### src/rtl/gpio_pin_pkg.sv
package gpio_pin_pkg;
  localparam int WORD_W = 32;
  localparam int B_LVL = 0;
  localparam int B_ACT = 1;
  localparam int ACT_W = 2;
  localparam int B_IEN = 3;
  localparam int B_UNM = 4;
  localparam int B_WEN = 5;
  localparam int B_PU  = 6;
  localparam int B_PUS = 7;
  localparam int B_PD  = 8;
  localparam int B_DRV = 9;
  localparam int B_OE  = 11;
  localparam int B_OV  = 12;
  localparam int CFG_W = 13;
  localparam int B_PIN = 13;
  localparam int B_IST = 14;
  localparam int B_WST = 15;
  localparam int N_STS = 2;

  typedef enum logic [ACT_W-1:0] {
    POL_LOW  = 2'b00,
    POL_HIGH = 2'b01,
    POL_BOTH = 2'b10,
    POL_RSVD = 2'b11
  } pol_e;
endpackage

### src/rtl/gpio_trig_det.sv
module gpio_trig_det
  import gpio_pin_pkg::*;
(
  input  logic             clk_i,
  input  logic             rst_ni,
  input  logic             pin_i,
  input  logic             level_i,
  input  logic [ACT_W-1:0] pol_i,
  output logic             event_o
);
  logic pin_q;
  logic rise, fall;

  always_ff @(posedge clk_i or negedge rst_ni) begin
    if (!rst_ni) pin_q <= 1'b0;
    else         pin_q <= pin_i;
  end

  assign rise = pin_i & ~pin_q;
  assign fall = ~pin_i & pin_q;

  always_comb begin
    event_o = 1'b0;
    if (level_i) begin
      unique case (pol_e'(pol_i))
        POL_LOW:  event_o = ~pin_i;
        POL_HIGH: event_o = pin_i;
        default:  event_o = 1'b0;
      endcase
    end else begin
      unique case (pol_e'(pol_i))
        POL_LOW:  event_o = fall;
        POL_HIGH: event_o = rise;
        POL_BOTH: event_o = rise | fall;
        default:  event_o = 1'b0;
      endcase
    end
  end

  p_rsvd_quiet_r7: assert property (@(posedge clk_i) disable iff (!rst_ni)
    (pol_i == POL_RSVD) |-> !event_o);
  p_both_edge_r5: assert property (@(posedge clk_i) disable iff (!rst_ni)
    (!level_i && pol_i == POL_BOTH && ($rose(pin_i) || $fell(pin_i))) |-> event_o);
endmodule

### src/rtl/gpio_sticky_bit.sv
module gpio_sticky_bit (
  input  logic clk_i,
  input  logic rst_ni,
  input  logic set_i,
  input  logic clr_i,
  output logic q_o
);
  // set wins so a persisting level is never lost
  always_ff @(posedge clk_i or negedge rst_ni) begin
    if (!rst_ni)     q_o <= 1'b0;
    else if (set_i)  q_o <= 1'b1;
    else if (clr_i)  q_o <= 1'b0;
  end

  p_hold_r10: assert property (@(posedge clk_i) disable iff (!rst_ni)
    (q_o && !clr_i) |=> q_o);
  p_clear_r10: assert property (@(posedge clk_i) disable iff (!rst_ni)
    (clr_i && !set_i) |=> !q_o);
  p_set_r10: assert property (@(posedge clk_i) disable iff (!rst_ni)
    set_i |=> q_o);
endmodule

### src/rtl/gpio_pin_ctl.sv
module gpio_pin_ctl
  import gpio_pin_pkg::*;
(
  input  logic              clk_i,
  input  logic              rst_ni,
  input  logic              wr_en_i,
  input  logic [WORD_W-1:0] wr_data_i,
  output logic [WORD_W-1:0] rd_data_o,
  input  logic              pin_i,
  output logic              pad_oe_o,
  output logic              pad_out_o,
  output logic              irq_o,
  output logic              wake_o
);
  logic [CFG_W-1:0] cfg_q;
  logic             trig;
  logic [N_STS-1:0] sts_set, sts_clr, sts_q;
  localparam int STS_POS [N_STS] = '{B_IST, B_WST};

  always_ff @(posedge clk_i or negedge rst_ni) begin
    if (!rst_ni)      cfg_q <= '0;
    else if (wr_en_i) cfg_q <= wr_data_i[CFG_W-1:0];
  end

  gpio_trig_det u_trig (
    .clk_i   (clk_i),
    .rst_ni  (rst_ni),
    .pin_i   (pin_i),
    .level_i (cfg_q[B_LVL]),
    .pol_i   (cfg_q[B_ACT +: ACT_W]),
    .event_o (trig)
  );

  assign sts_set[0] = trig & cfg_q[B_IEN];
  assign sts_set[1] = trig & cfg_q[B_WEN];

  for (genvar g = 0; g < N_STS; g++) begin : g_sts
    assign sts_clr[g] = wr_en_i & wr_data_i[STS_POS[g]];
    gpio_sticky_bit u_bit (
      .clk_i  (clk_i),
      .rst_ni (rst_ni),
      .set_i  (sts_set[g]),
      .clr_i  (sts_clr[g]),
      .q_o    (sts_q[g])
    );
  end

  always_comb begin
    rd_data_o              = '0;
    rd_data_o[CFG_W-1:0]   = cfg_q;
    rd_data_o[B_PIN]       = pin_i;
    rd_data_o[B_IST]       = sts_q[0];
    rd_data_o[B_WST]       = sts_q[1];
  end

  assign pad_oe_o  = cfg_q[B_OE];
  assign pad_out_o = cfg_q[B_OV];
  assign irq_o     = sts_q[0] & cfg_q[B_IEN] & cfg_q[B_UNM];
  assign wake_o    = sts_q[1];

  p_pad_r3: assert property (@(posedge clk_i) disable iff (!rst_ni)
    wr_en_i |=> (pad_oe_o == $past(wr_data_i[B_OE])) && (pad_out_o == $past(wr_data_i[B_OV])));
  p_no_latch_r8: assert property (@(posedge clk_i) disable iff (!rst_ni)
    (!cfg_q[B_IEN] && !sts_q[0] && !(wr_en_i && wr_data_i[B_IEN])) |=> !sts_q[0]);
  p_rise_r4: assert property (@(posedge clk_i) disable iff (!rst_ni)
    (cfg_q[B_IEN] && !cfg_q[B_LVL] && cfg_q[B_ACT +: ACT_W] == POL_HIGH && $rose(pin_i)) |=> sts_q[0]);
  p_level_r6: assert property (@(posedge clk_i) disable iff (!rst_ni)
    (cfg_q[B_IEN] && cfg_q[B_LVL] && cfg_q[B_ACT +: ACT_W] == POL_HIGH && pin_i) |=> sts_q[0]);
  p_upper_zero_r2: assert property (@(posedge clk_i) disable iff (!rst_ni)
    rd_data_o[WORD_W-1:B_WST+1] == '0);
endmodule

### config.mk
export PLATFORM = sky130hd
export DESIGN_NAME = gpio_pin_ctl
export DESIGN_NICKNAME = d
export VERILOG_FILES = /design/src/rtl/gpio_pin_pkg.sv /design/src/rtl/gpio_trig_det.sv /design/src/rtl/gpio_sticky_bit.sv /design/src/rtl/gpio_pin_ctl.sv
export SDC_FILE = /design/constraint.sdc
export NUM_CORES = 1
export LEC_CHECK = 0
export CAP_MARGIN = 10
export CORE_MARGIN = 2
export CORE_UTILIZATION = 23
export CTS_CLUSTER_SIZE = 40
export DETAILED_ROUTE_END_ITERATION = 16
export DONT_BUFFER_PORTS = 1
export PLACE_DENSITY = 0.43
export SLEW_MARGIN = 20
export SYNTH_ARGS = -nofsm -noshare
export SYNTH_HDL_FRONTEND = slang
export SYNTH_SLANG_ARGS = --single-unit
### constraint.sdc
create_clock -name clk_i -period 1.1 [get_ports clk_i]
set_clock_uncertainty 0.05 [all_clocks]
set_input_delay 0.11 -clock clk_i [delete_from_list [all_inputs] [get_ports clk_i]]
set_output_delay 0.11 -clock clk_i [all_outputs]
set_load 0.005 [all_outputs]
==> impl_metrics.ini, run 1 <==
[logic_synthesis]
ys_seq_area_share_pct = 46.38
synth_edf_count = 0
syn_area_sq_um = 863.3
synth_top_area_share_pct = 46.38
synth_area_per_cell_sq_um = 11.83
synth_seq_cells = 16
yosysWarnings = 0
netlist_top_cells_area = dfrtp_1 46%, buf_4 19%, mux2_2 16%
synthXorXnorAreaFrac_pct = 1.014
synth_compound_gate_area_share_pct = 5.217
synthMuxAreaShare_pct = 17.39
yosys.cell_types.count = 15
synth_top_family_by_area = buffers and inverters
synthAdderAreaFrac_pct = 2.899
synth_simple_gate_area_share_pct = 3.623
yosysTopAreaCell = dfrtp_1
synth_cells = 73
synthArstFlopShare_pct = 100.0
synth_commonest_cells = 22 x buf_4, 16 x dfrtp_1, 12 x mux2_2
synth-main-ff-cell = dfrtp_1
synth_most_common_cell = buf_4

[sta]
hold_viol_final = 14
grt_setup_unrepaired = yes
period_share_pct = 109.2
timing.hold.ws_ns = -0.09510
fmax_mhz = 832.3
period_needed_ns = 1.202
setup_slack_ns = -0.1015
slew_violations = 0
finalSetupViolCount = 2
timing.slew.headroom_pct = 50.47
worst-slew-pin-transition_ns = 0.7405

[route]
wl_met1_microns = 586
wl_microns = 1599
wl_per_cell_microns = 12.02
vias = 529
drc = 0
antenna_left = 0
drt_pass1_iterations = 3
top_layer_used = met3
first_iter_violations = 12
wl_met3_microns = 189
wl_met2_microns = 824
via_per_inst = 3.977

[critical_path]
endpoint_kind = register
arrival_ns = 1.29
crit_fanout = 2
cpPeakStageDelay_ns = 0.38
crit_chain = ha_2, mux2_4, o2111ai_2, nand2_1
cp_data_required_time_ns = 1.19
cp-start-kind = register
crit_path_top_delay_cell = dfrtp_1
critPathBufInv = 0
criticalPathCategory = register to register
crit_family = flip-flops

[worst_hold_path]
hold_class = input pin to register

[global_route]
grt_pass1_vias = 513
grt_pass1_wl_microns = 2332
grt_usage_pct = 7.511
grt_max_degree = 17
grt.overflow.total = 0
antenna_found_initial = 0

[place]
routabilityCongestion = 0.7114
port-buffer-count = 0
hpwl_microns = 1137
pre_cts_ws_ns = -0.1142
placed_cells = 113
post_dp_cell_area_sq_um = 812.0

[final_layout]
drive_gt1_share_pct = 28.24
n_fill_cell = 392
ff_latch_area_sq_um = 401.6
synthToLayoutAreaGrowth_pct = 20.14
num_antenna_cells = 0
final_core_utilization_pct = 28.55
stdcell_area_sq_um = 1037
final_nets = 124
stdcell_count = 133
multiInputGateArea_sq_um = 341.6

[power]
leakage_nw = 0.4555
powerDensity_nw_per_um2 = 1406
peakVddDrop_mv = 0.7470

[cts]
cts_tree = yes
clk_latency_ns = 0.25
clk_pin_slew_ns = 0.07
cts_root_buffer = clkbuf_8
clkSinkCount = 16
cts_buffer_depth = 2
cts.htree.levels = 1
cts_hold_buf = 16
cts_inserted_buffers = 3

[die]
num_rows = 22
dieArea_sq_um = 4260
core_area_sq_um = 3633
die_width_microns = 65.27
die_h_microns = 65.27
io_pins = 72
start_util_pct = 23.76

[run_status]
status = complete, but fails checks
violations = negative hold slack, negative setup slack

[flow_run]
cap_violations = 0
-- cell type report --
| cell class | count | area share (%) |
|---|---|---|
| sequential | 16 | 38.72 |
| multi-input combinational | 45 | 32.93 |
| timing repair buffer | 17 | 16.16 |
| tap | 48 | 5.790 |
| inverter | 3 | 1.086 |
| clock buffer | 4 | 5.308 |
-- worst register-to-register path: stages (launching register included) --
cell	delay [ns]
dfrtp_1	0.38
ha_2	0.17
mux2_4	0.28
o2111ai_2	0.16
nand2_1	0.06
-- state kept, by name, indices dropped and copies added (netlist names) --
signal and flops:
cfg_q 13, u_trig.pin_q 1, g_sts.u_bit.q_o 2
-- where the power goes --
part | switching, mW | internal (mW) | leakage (nW)
combinational | 0.0744 | 0.119 | 0.240
sequential | 0.0846 | 0.659 | 0.187
clock | 0.204 | 0.317 | 0.0288
total | 0.363 | 1.10 | 0.456
-- layer usage --
layer,track usage (%),vias up
met2,12.50,36
met3,2.911,0
met1,8.262,265
met5,0,-
met4,3.906,0
li1,-,228
-- timing repair --
action	in CTS	in global routing
hold endpoints to repair	32	14
gates resized for setup	2	2
setup endpoints to repair	2	3
pin swaps	1	1
buffers inserted	0	0
-- through the flow --
step	hold slack [ns]	TNS [ns]	total power, mW
2_1_floorplan	-0.2356	-0.1562	0.9481
3_3_place_gp	-0.2351	-0.1964	0.8890
3_5_place_dp	-0.2352	-0.2243	0.8913
4_1_cts	-0.1023	-0.2168	1.484
5_1_grt	-0.09078	-0.3441	1.551
6_report	-0.09510	-0.2014	1.459
-- cell usage in the layout (no fill, tap or decap) --
cell,instances
o2111ai_2,2
clkbuf_8,4
dfrtp_1,15
a32oi_1,2
nor2b_1,1
ha_2,2
xnor2_1,1
inv_1,3
and3_1,1
dfrtp_2,1
o21ai_2,1
buf_4,1
conb_1,16
mux2_4,1
o21ai_0,1
nand2_1,5
mux2_2,12
dlygate4sd3_1,16
-- worst paths after layout --
| kind | from | to | slack [ns] | cells past startpoint |
|---|---|---|---|---|
| max in group asynchronous | rst_ni | cfg_q[3] | 0.17 | 1 |
| min in group asynchronous | rst_ni | cfg_q[9] | 0.32 | 1 |
| worst min register to register | cfg_q[9] | cfg_q[9] | 0.49 | 1 |
| worst max register to register | u_trig.pin_q | g_sts[1].u_bit.q_o | -0.10 | 4 |
| worst min-delay path | wr_en_i | cfg_q[0] | -0.1 | 1 |
| worst max-delay path | u_trig.pin_q | g_sts[1].u_bit.q_o | -0.10 | 4 |
-- kinds of logic (layout without fill, tap and decap cells) --
family	Yosys count	in the layout
adders and majority gates	2	2
buffers and inverters	27	24
AOI/OAI and AO/OA	6	6
xor gates and xnor gates	1	1
muxes	13	13
other	1	16
DFF	16	16
and+or+nand+nor	7	7
No activity file was read; power rests on OpenSTA's default activity.
==> run 2: changes to the inputs <==
Settings changed: SETUP_SLACK_MARGIN set to 0.4, SYNTH_HIERARCHICAL set to 1.
==> impl_metrics.ini, run 2 <==
[global_route]
grt_max_degree = 17
antenna_found_initial = 0
grt_pass1_wl_microns = 2594
grt_pass1_vias = 492
grt_usage_pct = 8.186
grt.overflow.total = 0

[cts]
cts_tree = yes
cts_root_buffer = clkbuf_8
cts.htree.levels = 1
clk_pin_slew_ns = 0.06
cts_inserted_buffers = 3
cts_hold_buf = 2
clkSinkCount = 16
clk_latency_ns = 0.24
cts_buffer_depth = 2

[power]
leakage_nw = 0.5220
powerDensity_nw_per_um2 = 1435
peakVddDrop_mv = 0.4869

[sta]
worst-slew-pin-transition_ns = 0.7107
slew_violations = 0
setup_slack_ns = -0.4165
period_share_pct = 137.9
grt_setup_unrepaired = yes
hold_viol_final = 29
fin_tns_setup_ns = -0.8945
fmax_mhz = 659.4
finalSetupViolCount = 3
timing.slew.headroom_pct = 52.54
timing.hold.ws_ns = -0.1494
period_needed_ns = 1.517

[critical_path]
cp_data_required_time_ns = 1.19
reg2reg_from = u_trig/pin_q
criticalPathCategory = register to register
crit_fanout = 2
endpoint_kind = register
startpoint = u_trig/pin_q
arrival_ns = 1.61
cp-start-kind = register

[final_layout]
n_fill_cell = 375
final_common_cell = conb_1
synthToLayoutAreaGrowth_pct = 13.97
drive_gt1_share_pct = 37.97
largest_reg_flops = 13
final_nets = 118
regMostFlops = cfg_q
final_cell_mix = 16 x conb_1, 15 x dfrtp_1, 13 x mux2_4
stdcell_count = 127
num_antenna_cells = 0
largest_registers = cfg_q (13), g_sts.u_bit/q_o (2), u_trig/pin_q (1)

[route]
drt_pass1_iterations = 2
wl_microns = 1618
antenna_left = 0
first_iter_violations = 7
via_per_inst = 3.787
drc = 0
vias = 481
wl_per_cell_microns = 12.74

[logic_synthesis]
yosysWarnings = 6
synth_commonest_cells = 20 x buf_4, 16 x dfrtp_1, 8 x mux2_4
synth_edf_count = 0
syn_area_sq_um = 904.6
yosysTopAreaCell = dfrtp_1
synth_area_per_cell_sq_um = 12.56
ys_seq_area_share_pct = 44.26
netlist_top_cells_area = dfrtp_1 44%, buf_4 17%, mux2_4 13%
synth_cells = 72
synthArstFlopShare_pct = 100.0
synth_most_common_cell = buf_4
synth_top_area_share_pct = 44.26
yosys.cell_types.count = 20
synth_seq_cells = 16
synth-main-ff-cell = dfrtp_1

[flow_run]
cap_violations = 0

[place]
port-buffer-count = 0
placed_cells = 118
routabilityCongestion = 0.6542

[run_status]
violations = negative hold slack, negative setup slack
status = complete, but fails checks

[worst_hold_path]
hold_class = input pin to asynchronous set/reset pin

[die]
num_rows = 22
start_util_pct = 24.34
io_pins = 72
core_area_sq_um = 3716
die_width_microns = 66.72
die_h_microns = 66.72
dieArea_sq_um = 4451
-- run 2: logic make-up after synthesis --
group                      count (synthesis)  synth area share [%]
other                                      1                0.4145
DFF                                       16                 44.26
and+or+nand+nor                           10                 7.747
adders and majority gates                  2                 2.766
AOI/OAI and AO/OA                          3                 2.489
muxes                                     14                 20.61
buffers and inverters                     26                 21.71
-- run 2: path summary, 6_finish.rpt --
check | to | slack, ns | cells after the start
worst max-delay path | g_sts[0].u_bit/q_o | -0.42 | 5
worst min-delay path | cfg_q[7] | -0.15 | 1
worst max register to register | g_sts[0].u_bit/q_o | -0.42 | 5
worst min register to register | cfg_q[9] | 0.50 | 1
max in group asynchronous | cfg_q[0] | 0.65 | 1
min in group clk_i | cfg_q[11] | -0.04 | 1
-- run 2: layout make-up --
cell class	instances	area, sq um	share of cell area, %
inverters	4	15.01	1.456
multi-input cells	45	390.4	37.86
flip-flops and latches	16	401.6	38.96
clock buffers	4	55.05	5.340
well taps	48	60.06	5.825
repair buffers	10	108.9	10.56
-- run 2: worst max-delay path: stages, from the launching register on --
cell and delay (ns):
dfrtp_1 0.38, ha_1 0.27, nor4b_1 0.04, or3_1 0.38, and2_1 0.15, a21o_1 0.14
-- run 2: what timing repair did --
| action | CTS | global route |
|---|---|---|
| setup buffers | 2 | 1 |
| resized for setup | 13 | 4 |
| pin swaps | 0 | 0 |
| hold endpoints to repair | 30 | 29 |
| endpoints found under the setup margin | 34 | 50 |
-- run 2: routing by layer --
layer	vias to the layer above	track usage (%)	part of all wire (%)
met1	239	9.524	41
met5	-	0	0
li1	212	-	-
met3	2	3.885	10
met4	0	3.827	1.7
met2	28	12.63	47
-- run 2: where the power goes --
part / leakage, nW / switching (mW) / internal, mW
registers: 0.188 / 0.0753 / 0.659
clock network: 0.0288 / 0.192 / 0.317
logic: 0.306 / 0.0720 / 0.165
-- run 2: metrics by stage --
| step | power, mW | area, sq um | setup slack, ns | hold slack [ns] | util (%) |
|---|---|---|---|---|---|
| finish | 1.480 | 1031 | -0.4165 | -0.1494 | 27.74 |
| global route | 1.587 | 1031 | -0.4757 | -0.07904 | 27.74 |
| CTS | 1.505 | 1016 | -0.4311 | -0.05295 | 27.34 |
| detailed placement | 0.9146 | 877.1 | -0.4249 | -0.2352 | 23.60 |
| global placement | 0.9086 | 877.1 | -0.3925 | -0.2352 | 23.60 |
| floorplan | 0.9408 | 964.7 | -0.3589 | -0.2356 | - |
==> run 3: changes to the inputs <==
Settings changed: MAX_ROUTING_LAYER set to met4, PLACE_DENSITY 0.43 to unset.
==> impl_metrics.ini, run 3 (synthesized netlist as in run 2, its figures left out) <==
[cts]
clk_pin_slew_ns = 0.06
cts_inserted_buffers = 3
cts_tree = yes
cts_root_buffer = clkbuf_8
clkSinkCount = 16
clk_latency_ns = 0.25
cts_hold_buf = 2
cts.htree.levels = 1
cts_buffer_depth = 2

[sta]
setup_slack_ns = -0.4177
fmax_mhz = 658.9
worst-slew-pin-transition_ns = 0.7294
timing.hold.ws_ns = -0.06425
hold_viol_final = 29
timing.slew.headroom_pct = 51.37
slew_violations = 0
period_needed_ns = 1.518
finalSetupViolCount = 4
period_share_pct = 138.0
grt_setup_unrepaired = yes

[final_layout]
final_nets = 121
stdcell_count = 130
num_antenna_cells = 0
largest_reg_flops = 13
n_fill_cell = 385
final_common_cell = conb_1
multiInputGateArea_sq_um = 390.4
ff_latch_area_sq_um = 402.9
drive_gt1_share_pct = 41.46
final_cell_mix = 16 x conb_1, 14 x dfrtp_1, 13 x mux2_4
synthToLayoutAreaGrowth_pct = 17.84
regMostFlops = cfg_q
largest_registers = cfg_q (13), g_sts.u_bit/q_o (2), u_trig/pin_q (1)

[die]
io_pins = 72
core_area_sq_um = 3716
num_rows = 22
start_util_pct = 24.34
die_h_microns = 66.72
dieArea_sq_um = 4451
die_width_microns = 66.72

[global_route]
grt_usage_pct = 8.409
grt_pass1_vias = 564
grt_pass1_wl_microns = 2718
antenna_found_initial = 0
grt.overflow.total = 0
grt_max_degree = 17

[route]
antenna_left = 0
first_iter_violations = 6
wl_met2_microns = 860
top_layer_used = met3
wl_per_cell_microns = 12.82
drc = 0
wl_met1_microns = 643
vias = 492
via_per_inst = 3.785
wl_met3_microns = 163
wl_microns = 1667
drt_pass1_iterations = 2

[place]
pre_cts_ws_ns = -0.4254
placed_cells = 118
hpwl_microns = 1202
port-buffer-count = 0
routabilityCongestion = 0.6593

[power]
power_frac_seq_pct = 48.6
sw_frac_of_total_pct = 22.97
pwr-share-clk_pct = 34.0
peakVddDrop_mv = 0.6708
leakage_nw = 0.5392
powerDensity_nw_per_um2 = 1414
intPower_mw = 1.161
combPwrFrac_pct = 17.4
p_switching_mw = 0.3462
p_total_mw = 1.507

[critical_path]
endpoint_kind = register
reg2reg_depth = 5
startpoint = u_trig/pin_q
cp-start-kind = register
crit_fanout = 2
reg2reg_from = u_trig/pin_q
arrival_ns = 1.61
rr_endpoint = g_sts[0].u_bit/q_o
reg2reg_slack_ns = -0.42
cp_data_required_time_ns = 1.19
criticalPathCategory = register to register

[flow_run]
cap_violations = 0

[worst_hold_path]
hold_class = input pin to asynchronous set/reset pin

[run_status]
violations = negative hold slack, negative setup slack
status = complete, but fails checks
[run 3: cell count changes in the layout (fill, tap and decap cells not counted), sizes merged]
| cell | previous run | this run |
|---|---|---|
| dlymetal6s4s | 0 | 1 |
| buf | 8 | 11 |
| dlymetal6s2s | 1 | 0 |
[run 3: worst max path at each step]
| stage | endpoint | cells after the start |
|---|---|---|
| detailed placement | g_sts[1].u_bit/q_o | 5 |
| CTS | g_sts[1].u_bit/q_o | 5 |
| global placement | g_sts[1].u_bit/q_o | 5 |
| global route | g_sts[1].u_bit/q_o | 5 |
| floorplan | g_sts[1].u_bit/q_o | 5 |
| finish | g_sts[0].u_bit/q_o | 5 |
[run 3: area by class of cell]
type	count	share of cell area, %
flip-flops and latches	16	37.79
multi-input cells	45	36.62
repair buffers	13	13.38
well taps	48	5.634
clock buffers	4	5.164
inverters	4	1.408
[run 3: power groups by stage]
stage	Clock (mW)	Combinational, mW	Sequential (mW)
after floorplan	0	0.220	0.721
after global placement	0	0.165	0.737
after detailed placement	0	0.171	0.740
after CTS	0.544	0.246	0.731
after global routing	0.579	0.290	0.745
final	0.513	0.262	0.732
[run 3: per-layer routing]
| metal | up-vias | global-route usage [%] |
|---|---|---|
| li1 | 218 | - |
| met5 | - | - |
| met4 | 0 | 1.531 |
| met1 | 245 | 8.930 |
| met2 | 29 | 14.50 |
| met3 | 0 | 3.885 |
[run 3: stage by stage]
| stage | util [%] | TNS [ns] | cell area, sq um | hold slack, ns |
|---|---|---|---|---|
| CTS | 27.78 | -1.172 | 1032 | -0.05397 |
| global route | 28.69 | -1.386 | 1066 | -0.05821 |
| finish | 28.69 | -1.066 | 1066 | -0.06425 |
| detailed placement | 23.60 | -0.8471 | 877.1 | -0.2353 |
| global placement | 23.60 | -0.7637 | 877.1 | -0.2353 |
| floorplan | - | -0.7178 | 964.7 | -0.2356 |
[run 3: what timing repair did]
item                                    CTS  global route
cloned                                    0             0
setup buffers                             5             1
pin swaps                                 0             1
endpoints found under the setup margin   34            50
resized for setup                        11             9
endpoints found under the hold margin    30            29
[run 3: critical path: stages (launching register included)]
cell and delay (ns):
dfrtp_1 0.38, ha_1 0.27, nor4b_1 0.04, or3_1 0.38
and2_1 0.15, a21o_1 0.14
